[src/rtl/segchk_pkg.sv]
package segchk_pkg;

  localparam int ADDR_W     = 32;
  localparam int LIM_W      = 20;
  localparam int SEG_W      = 16;
  localparam int DESC_BYTES = 8;
  localparam int DESC_W     = DESC_BYTES * 8;
  localparam int PAGE_BITS  = 12;
  localparam int REAL_SHIFT = 4;
  localparam int CODE_W     = 3;

  typedef enum logic [1:0] {
    ACC_READ  = 2'd0,
    ACC_WRITE = 2'd1,
    ACC_EXEC  = 2'd2,
    ACC_RSVD  = 2'd3
  } acc_kind_e;

  typedef enum logic [CODE_W-1:0] {
    FLT_NONE   = 3'd0,
    FLT_ABSENT = 3'd1,
    FLT_SYSTEM = 3'd2,
    FLT_RIGHTS = 3'd3,
    FLT_LIMIT  = 3'd4
  } flt_code_e;

  // rights byte, bit 7 down to bit 0
  typedef struct packed {
    logic       present;
    logic [1:0] ring;
    logic       code_data;
    logic       exec;
    logic       dir_conf;
    logic       rw;
    logic       touched;
  } rights_t;

  typedef struct packed {
    logic [ADDR_W-1:0] base;
    logic [LIM_W-1:0]  limit;
    logic              gran;
    logic              big;
    rights_t           rights;
  } seg_fields_t;

endpackage

[src/rtl/seg_desc_unpack.sv]
module seg_desc_unpack
  import segchk_pkg::*;
(
  input  logic [DESC_W-1:0] desc_bytes,
  input  logic              desc_wide,
  output seg_fields_t       fields
);

  logic [7:0] byte_q [DESC_BYTES];

  for (genvar gi = 0; gi < DESC_BYTES; gi++) begin : g_split
    assign byte_q[gi] = desc_bytes[8*gi +: 8];
  end

  logic [7:0] hi_base;
  logic [7:0] flag_lim;

  always_comb begin
    hi_base  = desc_wide ? byte_q[7] : 8'h00;
    flag_lim = desc_wide ? byte_q[6] : 8'h00;
    fields.base   = {hi_base, byte_q[4], byte_q[3], byte_q[2]};
    fields.limit  = {flag_lim[3:0], byte_q[1], byte_q[0]};
    fields.gran   = flag_lim[7];
    fields.big    = flag_lim[6];
    fields.rights = rights_t'(byte_q[5]);
  end

endmodule

[config.mk]
export PLATFORM = sky130hd
export DESIGN_NAME = seg_desc_unpack
export DESIGN_NICKNAME = d
export VERILOG_FILES = /design/src/rtl/segchk_pkg.sv /design/src/rtl/seg_desc_unpack.sv
export SDC_FILE = /design/constraint.sdc
export NUM_CORES = 1
export LEC_CHECK = 0
export ABC_CLOCK_PERIOD_IN_PS = 800
export BUFFER_PORTS_ARGS = -buffer_cell sky130_fd_sc_hd__buf_2
export CAP_MARGIN = 40
export CORE_MARGIN = 2
export CORE_UTILIZATION = 22
export DETAILED_ROUTE_END_ITERATION = 16
export GPL_TIMING_DRIVEN = 0
export PLACE_DENSITY = 0.86
export RECOVER_POWER = 25
export SYNTH_ARGS = -nofsm -noshare
export SYNTH_HDL_FRONTEND = slang
export SYNTH_SLANG_ARGS = --single-unit
[constraint.sdc]
create_clock -name vclk -period 0.8
set_clock_uncertainty 0.15 [all_clocks]
set_input_delay 0.08 -clock vclk [all_inputs]
set_output_delay 0.08 -clock vclk [all_outputs]
set_load 0.01 [all_outputs]
After elaboration in Yosys (flattened, before gate mapping)
Cells that the tools add are included.
{"block": "word_totals", "ff_bits": 0, "inputBits": 65, "output_inout_bits": 62}
{"block": "classes", "muxes": 2}
{"operator": "8-bit 2-to-1 mux", "n": 2}

Longest topological paths before layout
Gate-level depths: netlist (run 1).
{"block": "logic_depth", "word_depth": 1, "mapped_depth": 2}

Least setup slack after synthesis (run 1)
Ideal clock, no wire load.
{"block": "synth_timing", "path_type": "input-to-output", "from": "in desc_wide", "to": "out fields[55] (netlist bit)", "t_arrival_ns": 0.361, "required_ns": 0.570, "setup_slack_ns": 0.209, "cell_stages": 2, "n_path_buf": 1, "path_cell_list": "buf_6 and2_2"}
{"item": "from (decl)", "line": "seg_desc_unpack.sv:5", "rtl": "input logic desc_wide,"}
{"item": "to (decl)", "line": "seg_desc_unpack.sv:6", "rtl": "output seg_fields_t fields"}

==> impl_metrics.py, run 1 <==
metrics = {
    "status": {
        "status": "finished, final reports clean",
    },
    "global_route": {
        "grt-ovfl-total": 0,
        "pin_count_of_the_biggest_net_entering_global_routing": 15,
        "grt_pass1_wl_um": 1994,
        "grtUsageTotal_pct": 9.665,
        "grt_pass1_vias": 448,
        "antenna_violations_before_repair": 0,
    },
    "finish": {
        "drive_gt1_share_pct": 87.05,
        "clockBufferCount": 0,
        "finalCoreUtilization_pct": 45.06,
        "area.growth.synth_to_final_pct": 91.25,
        "seq_cells": 0,
        "antennaDiodeCount": 0,
        "n_fill_cell": 223,
        "num-nets-final": 206,
        "multi_input_comb_area_um2": 100.1,
        "register_area_um2": 0,
    },
    "critical_path": {
        "timing.critical_path.slowest_cell_delay_ps": 180,
        "arrival_time_of_data_at_the_critical_path_endpoint_ps": 540,
        "crit_path_top_delay_cell": "sky130_fd_sc_hd__and2_2",
        "crit_path_end_kind": "output port",
        "worstSetupPathType": "in2out",
        "timing.critical_path.fanout_max": 14,
        "critical_path_launch_point_type": "input pin",
        "timing.critical_path.cells": "clkbuf_4 -> and2_2 -> buf_2",
        "critPathRequiredTime_ps": 570,
    },
    "timing": {
        "drv_slew": 0,
        "final.period_utilization_pct": 96.55,
        "max_slew_margin_pct": 90.95,
        "finalSetupTns_ps": 0,
        "unrepaired_setup_endpoints_after_global_routing": "no",
        "tightestPinTransition_ps": 136.3,
        "final-setup-viol-count": 0,
        "timing.fmax_mhz": 1295,
        "fin_crit_ps": 772.4,
        "timing.hold.ws_ps": 193.4,
        "timing_hold_violations_final": 0,
    },
    "logic_synthesis": {
        "ys_types": 4,
        "synth_nets": 128,
        "syn-mean-instance-area_um2": 7.487,
        "netlist_instances": 63,
        "synth-seq-area-share_pct": 0,
        "yosysWarnings": 0,
        "netlist_area_um2": 471.7,
    },
    "route": {
        "viasPerCell": 3.542,
        "vias": 588,
        "postRouteAntennaNets": 0,
        "drt_iter0_markers": 1,
        "totalWireLength_um": 1523,
        "routed_wire_length_per_instance_um": 9.175,
        "route.detailed.drc": 0,
        "drt_pre_antenna_iters": 4,
    },
    "die": {
        "design.die.area_um2": 2531,
        "placement_rows": 16,
        "design.core.area_um2": 2002,
        "die_width_um": 50.31,
        "floorplan.die.height_um": 50.31,
        "boundaryPins": 127,
        "initial_core_util_pct": 23.56,
    },
    "job": {
        "cap_viol_max_count": 0,
    },
    "hold_path": {
        "worstHoldPathType": "in2out",
    },
    "placed_design": {
        "buffer_ports.inserted": 77,
        "routabilityCongestion": 0.7035,
        "hpwl_um": 1476,
    },
    "power_and_ir_drop": {
        "power.total_mw": 0.4975,
        "power.ir.vdd_worst_v": 0.0002844,
        "power.static_leakage_nw": 0.5597,
        "cellPowerDensity_nw_per_um2": 551.5,
    },
    "clocking": {
        "postCtsHoldBufs": 0,
        "cts_setup_buffers": 0,
    },
}
## layout by cell type, fill, tap and decap left out
cell type,count
sky130_fd_sc_hd__buf_2,56
sky130_fd_sc_hd__buf_4,48
sky130_fd_sc_hd__clkbuf_1,14
sky130_fd_sc_hd__and2_2,10
sky130_fd_sc_hd__buf_6,6
sky130_fd_sc_hd__and2_1,4
sky130_fd_sc_hd__clkbuf_4,1
## routing by layer
metal	vias to the layer above	share of wire [%]	global-route usage, %
li1	292	-	-
met1	222	25	8.244
met3	2	21	2.083
met4	0	1.2	1.351
met2	72	53	21.93
met5	-	0	0
## path summary, 6_finish.rpt
kind                  slack (ps)  cells after the start      startpoint         end
worst max-delay path          30                      3       desc_wide  fields[54]
worst min-delay path         190                      2  desc_bytes[28]  fields[42]
## cell families after synthesis
| group | share of synthesized area (%) |
|---|---|
| and+or+nand+nor | 21.22 |
| buffers and inverters | 78.78 |
## what timing repair did
action / in CTS / in global routing
endpoints found under the setup margin: 10 / 4
endpoints found under the hold margin: 0 / 0
gates resized for setup: 7 / 1
pin swaps: 0 / 0
## critical path: cells and delay by family
kind	cells	cell delay, ps
buffers and inverters	2	280
and+or+nand+nor	1	180
## final cells by class
cell class / instances / area share (%)
buffer: 48 / 39.94
multi-input combinational: 14 / 11.10
tap: 27 / 3.745
timing repair buffer: 77 / 45.21
## cell usage after synthesis
cell,instances,area (um^2)
sky130_fd_sc_hd__buf_6,1,11.26
sky130_fd_sc_hd__and2_1,4,25.02
sky130_fd_sc_hd__and2_2,10,75.07
sky130_fd_sc_hd__buf_4,48,360.4
## power by group
group	leakage, nW	internal, mW	switching, mW
Combinational	0.560	0.309	0.188
Sequential	0	0	0
Clock	0	0	0
## through the flow
step | area, um^2 | setup slack (ps) | cells
detailed placement | 890.9 | -66.95 | 167
CTS | 917.1 | 20.58 | 166
floorplan | 471.7 | 209.2 | 63
finish | 902.1 | 27.58 | 166
global route | 902.1 | 0.6714 | 166
global placement | 890.9 | -71.15 | 167
No activity file was read; power rests on OpenSTA's default activity.
==> run 2: changes to the inputs <==
--- a/config.mk
+++ b/config.mk
@@ -8,11 +8,13 @@
 export ABC_CLOCK_PERIOD_IN_PS = 800
 export BUFFER_PORTS_ARGS = -buffer_cell sky130_fd_sc_hd__buf_2
 export CAP_MARGIN = 40
+export CELL_PAD_IN_SITES_DETAIL_PLACEMENT = 2
+export CELL_PAD_IN_SITES_GLOBAL_PLACEMENT = 2
 export CORE_MARGIN = 2
-export CORE_UTILIZATION = 22
+export CORE_UTILIZATION = 10
 export DETAILED_ROUTE_END_ITERATION = 16
 export GPL_TIMING_DRIVEN = 0
-export PLACE_DENSITY = 0.86
+export PLACE_DENSITY_LB_ADDON = 0.1
 export RECOVER_POWER = 25
 export SYNTH_ARGS = -nofsm -noshare
 export SYNTH_HDL_FRONTEND = slang
==> impl_metrics.py, run 2 (same netlist as run 1, synthesis figures left out) <==
metrics = {
    "status": {
        "status": "finished, final reports clean",
    },
    "power_and_ir_drop": {
        "power.total_mw": 0.5565,
        "power.static_leakage_nw": 0.5960,
        "cellPowerDensity_nw_per_um2": 555.9,
        "power.ir.vdd_worst_v": 0.00009538,
    },
    "route": {
        "postRouteAntennaNets": 0,
        "drt_iter0_markers": 4,
        "vias": 651,
        "drt_pre_antenna_iters": 3,
        "viasPerCell": 3.373,
        "routed_wire_length_per_instance_um": 11.10,
        "route.detailed.drc": 0,
        "totalWireLength_um": 2143,
    },
    "global_route": {
        "grt-ovfl-total": 0,
        "grtUsageTotal_pct": 6.191,
        "grt_pass1_vias": 554,
        "pin_count_of_the_biggest_net_entering_global_routing": 7,
        "antenna_violations_before_repair": 0,
        "grt_pass1_wl_um": 2677,
    },
    "clocking": {
        "postCtsHoldBufs": 0,
    },
    "hold_path": {
        "min_from": "desc_bytes[30]",
        "whs_path_depth": 2,
        "worstHoldPathType": "in2out",
    },
    "finish": {
        "num-nets-final": 208,
        "seq_cells": 0,
        "final_cell_count_no_fill": 193,
        "layout.cells.most_common": "sky130_fd_sc_hd__buf_2",
        "antennaDiodeCount": 0,
        "drive_gt1_share_pct": 90.78,
        "clockBufferCount": 0,
        "n_fill_cell": 548,
        "mostFrequentLayoutCells": "54 x sky130_fd_sc_hd__buf_2, 48 x sky130_fd_sc_hd__buf_4, 13 x sky130_fd_sc_hd__clkbuf_1",
        "area.growth.synth_to_final_pct": 112.2,
        "register_area_um2": 0,
    },
    "die": {
        "placement_rows": 24,
        "floorplan.die.height_um": 72.68,
        "initial_core_util_pct": 10.61,
        "design.core.area_um2": 4444,
        "boundaryPins": 127,
        "design.die.area_um2": 5282,
        "die_width_um": 72.68,
    },
    "placed_design": {
        "placedCellCount": 192,
        "buffer_ports.inserted": 77,
        "routabilityCongestion": 0.6643,
        "dp_worst_setup_slack_ps": -73.51,
    },
    "critical_path": {
        "crit_path_top_delay_cell": "sky130_fd_sc_hd__buf_2",
        "worstSetupPathType": "in2out",
        "crit_path_end_kind": "output port",
        "critical_path_s_top_delay_family": "buffers and inverters",
        "timing.critical_path.from": "desc_wide",
        "timing.critical_path.slowest_cell_delay_ps": 130,
        "timing.critical_path.fanout_max": 6,
        "arrival_time_of_data_at_the_critical_path_endpoint_ps": 560,
        "timing.critical_path.cells": "buf_8 -> buf_6 -> and2_4 -> buf_2",
        "crit_buf_inv": 3,
        "critical_path_launch_point_type": "input pin",
        "critical_path_depth": 4,
        "critPathRequiredTime_ps": 570,
    },
    "timing": {
        "max_slew_margin_pct": 90.01,
        "final.period_utilization_pct": 98.54,
        "final-setup-viol-count": 0,
        "drv_slew": 0,
        "tightestPinTransition_ps": 150.6,
        "fin_crit_ps": 788.3,
        "timing.fmax_mhz": 1269,
        "timing_hold_violations_final": 0,
        "finalSetupTns_ps": 0,
        "timing.hold.ws_ps": 193.3,
        "unrepaired_setup_endpoints_after_global_routing": "yes",
        "postLayoutSetupSlackWorst_ps": 11.70,
    },
    "job": {
        "cap_viol_max_count": 0,
    },
}
-- run 2: cell types whose count changed in the layout (fill, tap and decap cells not counted), moves of 2 or more --
cell	previous run	this run
sky130_fd_sc_hd__and2_1	4	0
sky130_fd_sc_hd__and2_2	10	4
sky130_fd_sc_hd__and2_4	0	10
sky130_fd_sc_hd__buf_2	56	54
sky130_fd_sc_hd__buf_6	6	11
-- run 2: metrics by stage --
step                cell area [um^2]  utilization, %
floorplan                      471.7               -
global placement               922.1           20.75
detailed placement             922.1           20.75
CTS                            987.2           22.21
global route                    1001           22.52
finish                          1001           22.52
-- run 2: cell type report --
cell class	count	area [um^2]	share of cell area, %
Tap cell	52	65.06	6.500
Timing Repair Buffer	78	446.7	44.62
Buffer	49	371.6	37.12
Multi-Input combinational cell	14	117.6	11.75
-- run 2: worst paths after layout --
| check | to | slack (ps) |
|---|---|---|
| max | fields[27] | 10 |
| min | fields[44] | 190 |
-- run 2: timing repair --
| action | in CTS | in global routing |
|---|---|---|
| resized for setup | 14 | 9 |
| setup endpoints to repair | 10 | 7 |
| gates cloned | 1 | 0 |
| setup buffers | 0 | 0 |
| hold endpoints to repair | 0 | 0 |
-- run 2: layer usage --
layer	up-vias	track usage (%)	share of wire (%)
li1	296	-	-
met3	0	0.9669	16
met5	-	0	0
met4	0	0	0
met2	71	14.95	61
met1	284	5.141	24
-- run 2: where the power goes --
part	internal (mW)	switching (mW)
Clock	0	0
Combinational	0.349	0.207
Sequential	0	0
==> run 3: changes to the inputs <==
--- a/config.mk
+++ b/config.mk
@@ -8,8 +8,9 @@
 export ABC_CLOCK_PERIOD_IN_PS = 800
 export BUFFER_PORTS_ARGS = -buffer_cell sky130_fd_sc_hd__buf_2
 export CAP_MARGIN = 40
-export CELL_PAD_IN_SITES_DETAIL_PLACEMENT = 2
+export CELL_PAD_IN_SITES_DETAIL_PLACEMENT = 1
 export CELL_PAD_IN_SITES_GLOBAL_PLACEMENT = 2
+export CORE_ASPECT_RATIO = 0.6
 export CORE_MARGIN = 2
 export CORE_UTILIZATION = 10
 export DETAILED_ROUTE_END_ITERATION = 16
==> impl_metrics.py, run 3 (same netlist as run 1, synthesis figures left out) <==
metrics = {
    "finish": {
        "clockBufferCount": 0,
        "final_cell_count_no_fill": 204,
        "register_area_um2": 0,
        "seq_cells": 0,
        "n_fill_cell": 587,
        "layout.cells.most_common": "sky130_fd_sc_hd__buf_2",
        "num-nets-final": 208,
        "non_filler_cell_area_final_um2": 1012,
        "drive_gt1_share_pct": 90.78,
        "mostFrequentLayoutCells": "53 x sky130_fd_sc_hd__buf_2, 48 x sky130_fd_sc_hd__buf_4, 13 x sky130_fd_sc_hd__buf_6, 13 x sky130_fd_sc_hd__clkbuf_1, 8 x sky130_fd_sc_hd__and2_2",
        "area.growth.synth_to_final_pct": 114.6,
        "antennaDiodeCount": 0,
    },
    "power_and_ir_drop": {
        "power.ir.vdd_worst_v": 0.0001202,
        "power.static_leakage_nw": 0.5912,
        "cellPowerDensity_nw_per_um2": 536.1,
    },
    "clocking": {
        "cts_setup_buffers": 0,
        "postCtsHoldBufs": 0,
    },
    "die": {
        "placement_rows": 19,
        "design.die.area_um2": 5300,
        "initial_core_util_pct": 10.33,
        "design.core.area_um2": 4564,
        "die_width_um": 92.67,
        "boundaryPins": 127,
        "floorplan.die.height_um": 57.20,
    },
    "route": {
        "drt_iter0_markers": 4,
        "routed_wire_length_per_instance_um": 8.353,
        "viasPerCell": 3.098,
        "drt_pre_antenna_iters": 2,
        "postRouteAntennaNets": 0,
        "route.detailed.drc": 0,
        "vias": 632,
        "totalWireLength_um": 1704,
    },
    "global_route": {
        "antenna_violations_before_repair": 0,
        "pin_count_of_the_biggest_net_entering_global_routing": 7,
        "grt_pass1_wl_um": 2263,
        "grt_pass1_vias": 516,
        "grt-ovfl-total": 0,
        "grtUsageTotal_pct": 4.961,
    },
    "timing": {
        "fin_crit_ps": 818.6,
        "timing.fmax_mhz": 1222,
        "drv_slew": 0,
        "unrepaired_setup_endpoints_after_global_routing": "yes",
        "final-setup-viol-count": 4,
        "max_slew_margin_pct": 90.67,
        "timing_hold_violations_final": 0,
        "postLayoutSetupSlackWorst_ps": -18.63,
        "final.period_utilization_pct": 102.3,
        "tightestPinTransition_ps": 140.5,
    },
    "placed_design": {
        "dp_worst_setup_slack_ps": -66.48,
        "placedCellCount": 203,
        "dpl_cell_area_um2": 935.9,
        "buffer_ports.inserted": 77,
        "routabilityCongestion": 0.5920,
    },
    "critical_path": {
        "worstSetupPathType": "in2out",
        "critPathRequiredTime_ps": 570,
        "critical_path_launch_point_type": "input pin",
        "crit_path_end_kind": "output port",
        "arrival_time_of_data_at_the_critical_path_endpoint_ps": 590,
        "timing.critical_path.fanout_max": 6,
    },
    "job": {
        "cap_viol_max_count": 0,
    },
    "status": {
        "violations": "negative setup slack",
        "status": "complete, but fails checks",
    },
    "hold_path": {
        "worstHoldPathType": "in2out",
    },
}
run 3: cell counts in the layout (fill, tap and decap cells not counted):
Identical to the previous run, type by type.
run 3: what timing repair did:
item                                    CTS  global route
resized for setup                        18             2
pin swaps                                 0             0
endpoints found under the setup margin   10             6
gates cloned                              1             0
run 3: metrics by stage:
| step | hold slack (ps) | TNS (ps) | power (mW) | util, % |
|---|---|---|---|---|
| floorplan | 101.8 | 0 | 0.3076 | - |
| detailed placement | 194.4 | -541.4 | 0.4998 | 20.50 |
| global route | 202.3 | -144.7 | 0.5841 | 22.18 |
| CTS | 194.8 | -120.3 | 0.5550 | 22.37 |
| finish | 193.8 | -72.77 | 0.5427 | 22.18 |
| global placement | 195.4 | -518.1 | 0.4976 | 20.50 |
run 3: metal layers:
layer,global-route usage [%],wire (um),vias to the layer above
li1,-,-,297
met1,5.128,522,278
met2,11.26,947,57
met3,0.5284,234,0
met4,0,0,0
met5,0,0,-
run 3: layout make-up:
cell class / count / area [um^2] / area share, %
repair buffers: 78 / 449.2 / 44.38
multi-input cells: 14 / 112.6 / 11.12
well taps: 63 / 78.83 / 7.787
plain buffers: 49 / 371.6 / 36.71
run 3: worst paths after layout:
check             depth (start not counted)         end           start
setup / recovery                          4  fields[59]       desc_wide
hold / removal                            2  fields[48]  desc_bytes[34]
run 3: report_power, final:
part | switching, mW | internal [mW] | total (mW) | leakage (nW)
Sequential | 0 | 0 | 0 | 0
Combinational | 0.199 | 0.344 | 0.543 | 0.591
Clock | 0 | 0 | 0 | 0
run 3: worst max-delay path: stages:
cell and delay (ps):
sky130_fd_sc_hd__buf_6 110, sky130_fd_sc_hd__buf_6 120, sky130_fd_sc_hd__and2_2 170, sky130_fd_sc_hd__buf_6 110
